===== config.mk =====
export PLATFORM = sky130hd
export DESIGN_NAME = acc_alu_psw
export DESIGN_NICKNAME = d
export VERILOG_FILES = /design/src/rtl/alu_pkg.sv /design/src/rtl/alu_addsub.sv /design/src/rtl/alu_ctrl.sv /design/src/rtl/alu_dpath.sv /design/src/rtl/acc_alu_psw.sv
export SDC_FILE = /design/constraint.sdc
export NUM_CORES = 1
export LEC_CHECK = 0
export ABC_AREA = 1
export CORE_MARGIN = 2
export CORE_UTILIZATION = 46
export CTS_BUF_LIST = sky130_fd_sc_hd__clkbuf_16
export DETAILED_ROUTE_END_ITERATION = 10
export PLACE_DENSITY = 0.89
export SLEW_MARGIN = 20
export SYNTH_ARGS = -nofsm -noshare
export SYNTH_HDL_FRONTEND = slang
export SYNTH_SLANG_ARGS = --single-unit

===== constraint.sdc =====
create_clock -name clk -period 2.05 [get_ports clk]
set_input_delay 0.3075 -clock clk [delete_from_list [all_inputs] [get_ports clk]]
set_output_delay 0.3075 -clock clk [all_outputs]
set_load 0.05 [all_outputs]

===== src/rtl/alu_pkg.sv =====
package alu_pkg;
  localparam int PSW_C   = 7;
  localparam int PSW_AC  = 6;
  localparam int PSW_F0  = 5;
  localparam int PSW_RS1 = 4;
  localparam int PSW_RS0 = 3;
  localparam int PSW_OV  = 2;
  localparam int PSW_UD  = 1;
  localparam int PSW_P   = 0;

  typedef enum logic [2:0] {
    OP_ADD  = 3'd0,
    OP_ADDC = 3'd1,
    OP_SUBB = 3'd2,
    OP_AND  = 3'd3,
    OP_OR   = 3'd4,
    OP_XOR  = 3'd5,
    OP_MOV  = 3'd6,
    OP_NOP  = 3'd7
  } aluOp_e;

  typedef enum logic [1:0] {
    LG_AND  = 2'd0,
    LG_OR   = 2'd1,
    LG_XOR  = 2'd2,
    LG_PASS = 2'd3
  } logicSel_e;

  typedef struct packed {
    logic      accLoad;
    logic      accFromBus;
    logic      arith;
    logic      useCarry;
    logic      subtract;
    logicSel_e logicSel;
    logic      flagLoad;
    logic      pswLoad;
  } ctrlStrobe_t;
endpackage


===== src/rtl/alu_addsub.sv =====
module alu_addsub #(
  parameter int DATA_W = 8
) (
  input  logic [DATA_W-1:0] opA,
  input  logic [DATA_W-1:0] opB,
  input  logic              carryIn,
  input  logic              subtract,
  output logic [DATA_W-1:0] sumOut,
  output logic              carryOut,
  output logic              auxOut,
  output logic              ovOut
);
  localparam int NIB_W = DATA_W / 2;

  logic [DATA_W-1:0] bEff;
  logic              cinEff;
  logic [DATA_W:0]   fullSum;
  logic [NIB_W:0]    lowSum;

  always_comb begin
    bEff     = subtract ? ~opB : opB;
    cinEff   = subtract ? ~carryIn : carryIn;
    fullSum  = {1'b0, opA} + {1'b0, bEff} + {{DATA_W{1'b0}}, cinEff};
    lowSum   = {1'b0, opA[NIB_W-1:0]} + {1'b0, bEff[NIB_W-1:0]} + {{NIB_W{1'b0}}, cinEff};
    sumOut   = fullSum[DATA_W-1:0];
    carryOut = fullSum[DATA_W] ^ subtract;
    auxOut   = lowSum[NIB_W] ^ subtract;
    ovOut    = (opA[DATA_W-1] == bEff[DATA_W-1]) && (sumOut[DATA_W-1] != opA[DATA_W-1]);
  end
endmodule


===== src/rtl/alu_ctrl.sv =====
module alu_ctrl
  import alu_pkg::*;
(
  input  logic        opValid,
  input  logic [2:0]  opCode,
  input  logic        accWrEn,
  input  logic        pswWrEn,
  output ctrlStrobe_t strobe
);
  always_comb begin
    strobe          = '0;
    strobe.logicSel = LG_PASS;
    strobe.pswLoad  = pswWrEn;
    if (accWrEn) begin
      strobe.accLoad    = 1'b1;
      strobe.accFromBus = 1'b1;
    end else if (opValid) begin
      unique case (aluOp_e'(opCode))
        OP_ADD: begin
          strobe.accLoad  = 1'b1;
          strobe.arith    = 1'b1;
          strobe.flagLoad = 1'b1;
        end
        OP_ADDC: begin
          strobe.accLoad  = 1'b1;
          strobe.arith    = 1'b1;
          strobe.useCarry = 1'b1;
          strobe.flagLoad = 1'b1;
        end
        OP_SUBB: begin
          strobe.accLoad  = 1'b1;
          strobe.arith    = 1'b1;
          strobe.useCarry = 1'b1;
          strobe.subtract = 1'b1;
          strobe.flagLoad = 1'b1;
        end
        OP_AND: begin
          strobe.accLoad  = 1'b1;
          strobe.logicSel = LG_AND;
        end
        OP_OR: begin
          strobe.accLoad  = 1'b1;
          strobe.logicSel = LG_OR;
        end
        OP_XOR: begin
          strobe.accLoad  = 1'b1;
          strobe.logicSel = LG_XOR;
        end
        OP_MOV: begin
          strobe.accLoad  = 1'b1;
          strobe.logicSel = LG_PASS;
        end
        default: ;
      endcase
    end
  end
endmodule


===== src/rtl/alu_dpath.sv =====
module alu_dpath
  import alu_pkg::*;
#(
  parameter int DATA_W = 8
) (
  input  logic              clk,
  input  logic              rstN,
  input  ctrlStrobe_t       strobe,
  input  logic [DATA_W-1:0] operand,
  input  logic [DATA_W-1:0] accWrData,
  input  logic [7:0]        pswWrData,
  output logic [DATA_W-1:0] accQ,
  output logic [7:0]        pswQ
);
  logic              cFlag, acFlag, ovFlag, f0Flag, udFlag;
  logic [1:0]        bankQ;
  logic [DATA_W-1:0] sumRes, logicRes, accNext;
  logic              sumC, sumAc, sumOv;
  logic              unusedPswBit;

  assign unusedPswBit = pswWrData[PSW_P];

  alu_addsub #(.DATA_W(DATA_W)) addsub_i (
    .opA     (accQ),
    .opB     (operand),
    .carryIn (strobe.useCarry & cFlag),
    .subtract(strobe.subtract),
    .sumOut  (sumRes),
    .carryOut(sumC),
    .auxOut  (sumAc),
    .ovOut   (sumOv)
  );

  always_comb begin
    unique case (strobe.logicSel)
      LG_AND:  logicRes = accQ & operand;
      LG_OR:   logicRes = accQ | operand;
      LG_XOR:  logicRes = accQ ^ operand;
      default: logicRes = operand;
    endcase
    if (strobe.accFromBus)  accNext = accWrData;
    else if (strobe.arith)  accNext = sumRes;
    else                    accNext = logicRes;
  end

  always_ff @(posedge clk or negedge rstN) begin
    if (!rstN) begin
      accQ <= '0;
    end else if (strobe.accLoad) begin
      accQ <= accNext;
    end
  end

  always_ff @(posedge clk or negedge rstN) begin
    if (!rstN) begin
      cFlag  <= 1'b0;
      acFlag <= 1'b0;
      ovFlag <= 1'b0;
    end else if (strobe.pswLoad) begin
      cFlag  <= pswWrData[PSW_C];
      acFlag <= pswWrData[PSW_AC];
      ovFlag <= pswWrData[PSW_OV];
    end else if (strobe.flagLoad) begin
      cFlag  <= sumC;
      acFlag <= sumAc;
      ovFlag <= sumOv;
    end
  end

  always_ff @(posedge clk or negedge rstN) begin
    if (!rstN) begin
      f0Flag <= 1'b0;
      udFlag <= 1'b0;
      bankQ  <= 2'b00;
    end else if (strobe.pswLoad) begin
      f0Flag <= pswWrData[PSW_F0];
      udFlag <= pswWrData[PSW_UD];
      bankQ  <= pswWrData[PSW_RS1:PSW_RS0];
    end
  end

  always_comb begin
    pswQ                  = '0;
    pswQ[PSW_C]           = cFlag;
    pswQ[PSW_AC]          = acFlag;
    pswQ[PSW_F0]          = f0Flag;
    pswQ[PSW_RS1:PSW_RS0] = bankQ;
    pswQ[PSW_OV]          = ovFlag;
    pswQ[PSW_UD]          = udFlag;
    pswQ[PSW_P]           = ^accQ;
  end
endmodule


===== src/rtl/acc_alu_psw.sv =====
module acc_alu_psw
  import alu_pkg::*;
#(
  parameter int DATA_W = 8
) (
  input  logic              clk,
  input  logic              rstN,
  input  logic              opValid,
  input  logic [2:0]        opCode,
  input  logic [DATA_W-1:0] operand,
  input  logic              accWrEn,
  input  logic [DATA_W-1:0] accWrData,
  input  logic              pswWrEn,
  input  logic [7:0]        pswWrData,
  output logic [DATA_W-1:0] accOut,
  output logic [7:0]        pswRdData,
  output logic              accZero,
  output logic              accSign,
  output logic [1:0]        bankSel
);
  ctrlStrobe_t strobe;

  alu_ctrl ctrl_i (
    .opValid(opValid),
    .opCode (opCode),
    .accWrEn(accWrEn),
    .pswWrEn(pswWrEn),
    .strobe (strobe)
  );

  alu_dpath #(.DATA_W(DATA_W)) dpath_i (
    .clk      (clk),
    .rstN     (rstN),
    .strobe   (strobe),
    .operand  (operand),
    .accWrData(accWrData),
    .pswWrData(pswWrData),
    .accQ     (accOut),
    .pswQ     (pswRdData)
  );

  assign accZero = (accOut == '0);
  assign accSign = accOut[DATA_W-1];
  assign bankSel = pswRdData[PSW_RS1:PSW_RS0];
endmodule


==> Word-level counts from Yosys, hierarchy flattened <==
Index checks and enable logic that the tools add are counted.
{ "classes": {"bitwise_logic": 8, "add_sub_neg": 4, "n_reduce_logical": 9, "n_eq_ne": 10, "n_mux": 21} }
{ "ops": {"columns": ["cell", "n"], "rows": [
  ["8-bit two-way mux", 3],
  ["8-bit one-hot mux with 3 select lines", 1],
  ["1-bit two-way mux", 14],
  ["6-bit two-way mux", 2],
  ["8-bit by 8-bit adder with 9-bit output", 1],
  ["9-bit by 1-bit adder with 9-bit output", 1],
  ["3-bit == test, second input constant", 3],
  ["8-bit bitwise AND", 1],
  ["8-bit zero test", 1],
  ["8-bit inverter", 1],
  ["8-bit bitwise OR", 1],
  ["8-bit parity", 1],
  ["8-bit bitwise XOR", 1],
  ["7-bit OR reduction", 1],
  ["3-bit by 2-bit == test with 1-bit output, second input constant", 2],
  ["2-bit one-hot mux with 3 select lines", 1],
  ["4-bit by 4-bit adder with 5-bit output", 1],
  ["5-bit by 1-bit adder with 5-bit output", 1],
  ["3-bit by 1-bit == test with 1-bit output, second input constant", 1],
  ["3-bit zero test", 1],
  ["3-bit OR reduction", 1],
  ["2-bit by 1-bit == test with 1-bit output, second input constant", 1],
  ["2-bit == test, second input constant", 1],
  ["2-bit zero test", 1],
  ["8 further kinds", 9]
]} }
{ "word_totals": {"out_inout_bits": 20, "input_bits": 32, "elab_cells": 59, "register_bits": 15} }

==> Logic depth before layout (Yosys ltp) <==
{ "depth": {"ltp_word": 13, "mapped_depth": 19} }

==> Hierarchy <==
A second synthesis with hierarchy kept.
{ "unflattened": {"cells_unflattened": 322, "area_unflattened_um2": 2070.7} }
{ "modules_own_cells": {"columns": ["module", "seq_area_each_um2", "cells_per_inst", "n_inst", "area_per_inst_um2"], "rows": [
  ["alu_dpath", 375.4, 217, 1, 1418.9],
  ["alu_addsub", 0.0, 73, 1, 501.7],
  ["alu_ctrl", 0.0, 22, 1, 101.3],
  ["acc_alu_psw", 0.0, 10, 1, 48.8]
]} }

==> Least setup slack after synthesis <==
OpenSTA, ideal clock, no wires.
{ "synth_timing": {"kind": "input to register", "from": "input port opValid", "to": "register dpath_i.accQ[4]", "setup_ps": 124, "stages": 15, "path_slack_ps": -440, "t_required_ps": 1926, "t_arrival_ps": 2367, "path_cell_list": "inv_1 nor2_4 nand2_2 inv_2 nand2_1 buf_6 xor2_1 fa_1 fa_1 nand2_1 nand2_1 xnor2_1 nand2_1 nand2_1 o21bai_1"} }
{ "synth_between": {"elab_chain_cells": 8, "word_cells_on_any_way": 16, "classes_between": "add/sub: 2; eq/ne: 2; mux: 9; bitwise: 2; reduce/logical: 1"} }
{ "synth_rtl": {"columns": ["item", "line_no", "rtl"], "rows": [
  ["start: declaration", "acc_alu_psw.sv:8", "input logic opValid,"],
  ["parallel branches: the longest is 8 deep, another holds 8-bit by 8-bit adder with 9-bit output", null, null],
  ["end signal: assignment", "alu_dpath.sv:50", "accQ <= accNext;"],
  ["end: declaration", "alu_dpath.sv:12", "output logic [DATA_W-1:0] accQ,"]
]} }
Several ways; the timed one is not identified.
A chain may end at the register's enable or synchronous reset.

==> Worst setup path in the final report <==
{ "layout_timing": {"from": "input port accWrEn", "to": "register dpath_i.accQ[6]"} }
{ "layout_between": {"elab_chain_cells": 7, "word_cells_on_any_way": 15, "classes_between": "add/sub: 2; eq/ne: 2; mux: 8; bitwise: 2; reduce/logical: 1"} }
{ "layout_rtl": {"columns": ["item", "line_no", "rtl"], "rows": [
  ["start: declaration", "acc_alu_psw.sv:11", "input logic accWrEn,"],
  ["parallel branches: the longest is 7 deep, another holds 8-bit by 8-bit adder with 9-bit output", null, null]
]} }
Several ways; the timed one is not identified.

==> results.cfg <==
[worst_setup_path]
cp_max_fo = 5
crit_type = in2reg
cp_data_arrival_time_ps = 2470
worst-path-buf-inv = 4
critPathMaxStageDelay_ps = 380
end_kind = flop
cp_cell_sequence = buf_6 > nor2_4 > nand2_2 > inv_2 > nand2_4 > buf_4 > xor2_1 > ha_1 > nand2_1 > inv_1 > nand3_1 > nand3_1 > nand2_1 > nand3_1 > nand3_1 > nand2_1 > nand2_1
critPathTopFamily = simple AND/OR/NAND/NOR gates
crit_slowest_cell = ha_1
startpoint_type = primary input
crit_required_ps = 2190

[final_layout]
area_growth_pct = 54.09
nFillCells = 298
nets = 473
fin_util = 0.7414
diodes = 0
drive_gt1_frac = 0.2798

[timing]
maxSlewHeadroom = 0.6620
drv_slew = 0
finalSetupTns_ps = -646.4
min_period_ps = 2334
finalCritPeriodShare = 1.139
setup_viol = 5
tightest_slew_ps = 505.4
fin_skew_ps = 8.547
timing.hold.ws_ps = 376.7
setup_ws_ps = -284.0
fmax_ghz = 0.4285
rsz0062_at_grt = true
hold_viol_final = 0

[power_and_ir_drop]
vdd_drop_max_mv = 0.4844
p_int_w = 0.001121
p_sw_w = 0.0008955
p_seq_frac = 0.184
power_density_nw_per_um2 = 620.3
p_leak_nw = 1.722
clock_power_share = 0.191
combPwrFrac = 0.625
power_w = 0.002016
p_sw_frac = 0.4441

[clock_tree]
cts.clk_slew.worst_paths_ps = 50
cts_root_buf = clkbuf_16
cts_tree = built
cts_buffer_depth = 2
clock_sinks = 15
htreeDepth = 1
hold_buffers = 0
clk_latency_ps = 250
cts_buffers = 3

[synthesis]
synth-compound-area-share = 0.07295
synth_xor_area_frac = 0.05813
synthSimpleGateAreaFrac = 0.3582
muxShareOfSynthArea = 0
synth_cell_type_count = 30
synth_area_um2 = 2110
yosysWarnings = 0
synth_nets = 385
syn_inst = 324
synthAdderAreaFrac = 0.1791
ys_ff_latch = 15
synth.avg_cell_area_um2 = 6.511
synth-seq-area-share = 0.1779
synth_top_family_by_area = simple AND/OR/NAND/NOR gates

[detailed_routing]
drt_iter0_markers = 329
via_count = 2642
viasPerCell = 5.706
first_pass_iters = 6
avgRoutedWirePerCell_um = 18.00
drc = 0
ant_nets = 0
totalWireLength_mm = 8.336

[floorplanning]
placementRows = 24
coreArea_um2 = 4384
die_area_um2 = 5144
num_io_pins = 52
start_util = 0.4812
die_w_um = 71.72
die_h_um = 71.72

[grt]
grt_pass1_wl_mm = 11.18
grt_pass1_vias = 2472
gr-total-overflow = 0
grt_use_total = 0.2775
antenna_found_initial = 0
grt_max_degree = 16

[placed_design]
place_congestion = 0.9099
dp_hpwl_mm = 5.051
port_buffers = 50

[status]
violations = negative setup slack
outcome = finished with violations

[hold_path]
hp-class = in2async

[job]
maxCapViolCount = 0
## synthesized netlist by cell type, drive strengths merged
cell type	instances	area (um2)
fa	2	40.04
inv	59	221.5
nand2	107	441.7
clkinv	1	8.760
a21oi	9	45.04
o21a	3	22.52
xor2	10	87.58
clkbuf	2	17.51
nand3	26	130.1
buf	10	76.32
or2	1	6.260
o22ai	3	18.77
o21bai	2	15.01
ha	27	337.8
o21ai	9	45.04
nor3	1	5.000
dfrtp	15	375.4
o211ai	1	7.510
nand4	8	50.05
nor2	24	122.6
xnor2	4	35.03
## sequential cells by signal, summed over array words and instances (netlist names)
register        flops
dpath_i.ovFlag      1
dpath_i.accQ        8
dpath_i.cFlag       1
dpath_i.udFlag      1
dpath_i.f0Flag      1
dpath_i.bankQ       2
dpath_i.acFlag      1
## cell usage in the layout (no fill, tap or decap), drive strengths merged
cell,count
dlymetal6s2s,1
clkbuf,3
a21oi,9
o21ai,9
o211ai,1
dfrtp,15
clkdlybuf4s50,41
buf,52
clkinv,2
nand2,107
nor2,24
o21a,3
xor2,10
or2,1
nand4,8
ha,27
nand3,26
xnor2,4
inv,59
fa,2
o21bai,2
nor3,1
dlygate4sd2,1
o22ai,3
## layout make-up
class / count / area, um2 / area share
Sequential cell: 15 / 377.9 / 0.1162
Clock inverter: 1 / 5.005 / 0.001540
Multi-Input combinational cell: 237 / 1635 / 0.5031
Clock buffer: 3 / 75.07 / 0.02309
Inverter: 60 / 237.7 / 0.07313
Timing Repair Buffer: 95 / 854.6 / 0.2629
Tap cell: 52 / 65.06 / 0.02002
## worst paths after layout
kind | from | cells after the start | slack [ps] | endpoint
worst max-delay path | accWrEn | 17 | -280 | dpath_i.accQ[6]$_DFFE_PN0P_
worst min-delay path | rstN | 2 | 380 | dpath_i.ovFlag$_DFFE_PN0P_
worst max register to register | dpath_i.cFlag$_DFFE_PN0P_ | 12 | -270 | dpath_i.accQ[6]$_DFFE_PN0P_
worst min register to register | dpath_i.udFlag$_DFFE_PN0P_ | 2 | 470 | dpath_i.udFlag$_DFFE_PN0P_
max in group asynchronous | rstN | 2 | 1470 | dpath_i.accQ[4]$_DFFE_PN0P_
min in group clk | dpath_i.udFlag$_DFFE_PN0P_ | 2 | 470 | dpath_i.udFlag$_DFFE_PN0P_
## stage by stage
stage / std cells / setup WS (ps) / area [um2]
after floorplan: 324 / -254.1 / 2150
after global placement: 451 / -666.8 / 2919
after detailed placement: 451 / -819.8 / 2919
after CTS: 460 / -116.4 / 3080
after global routing: 463 / -364.4 / 3251
final: 463 / -284.0 / 3251
## cell families (layout without fill, tap and decap cells)
kind of cell | after synthesis | after routing
AND/OR/NAND/NOR | 167 | 167
buffers and inverters | 72 | 159
adder cells (fa/ha/maj) | 29 | 29
AO/OA/AOI/OAI | 27 | 27
flip-flops | 15 | 15
XOR/XNOR | 14 | 14
## power by group through the flow
stage	clock [W]	sequential [W]	combinational [W]
2_1_floorplan	0	0.000444	0.000588
3_3_place_gp	0	0.000367	0.00104
3_5_place_dp	0	0.000369	0.00107
4_1_cts	0.000384	0.000363	0.00112
5_1_grt	0.000399	0.000373	0.00133
6_report	0.000386	0.000370	0.00126
## per-layer routing
metal  track usage  vias to the layer above  part of all wire
li1              -                     1168                 -
met1        0.3071                     1221              0.36
met2        0.4938                      190              0.49
met3       0.06329                       63             0.088
met4        0.1426                        0             0.071
met5             0                        -                 0
## timing repair
action / in CTS / in global routing
pin swaps: 15 / 22
setup endpoints to repair: 12 / 10
setup buffers: 5 / 3
resized for setup: 40 / 35
No activity file was read; power rests on OpenSTA's default activity.
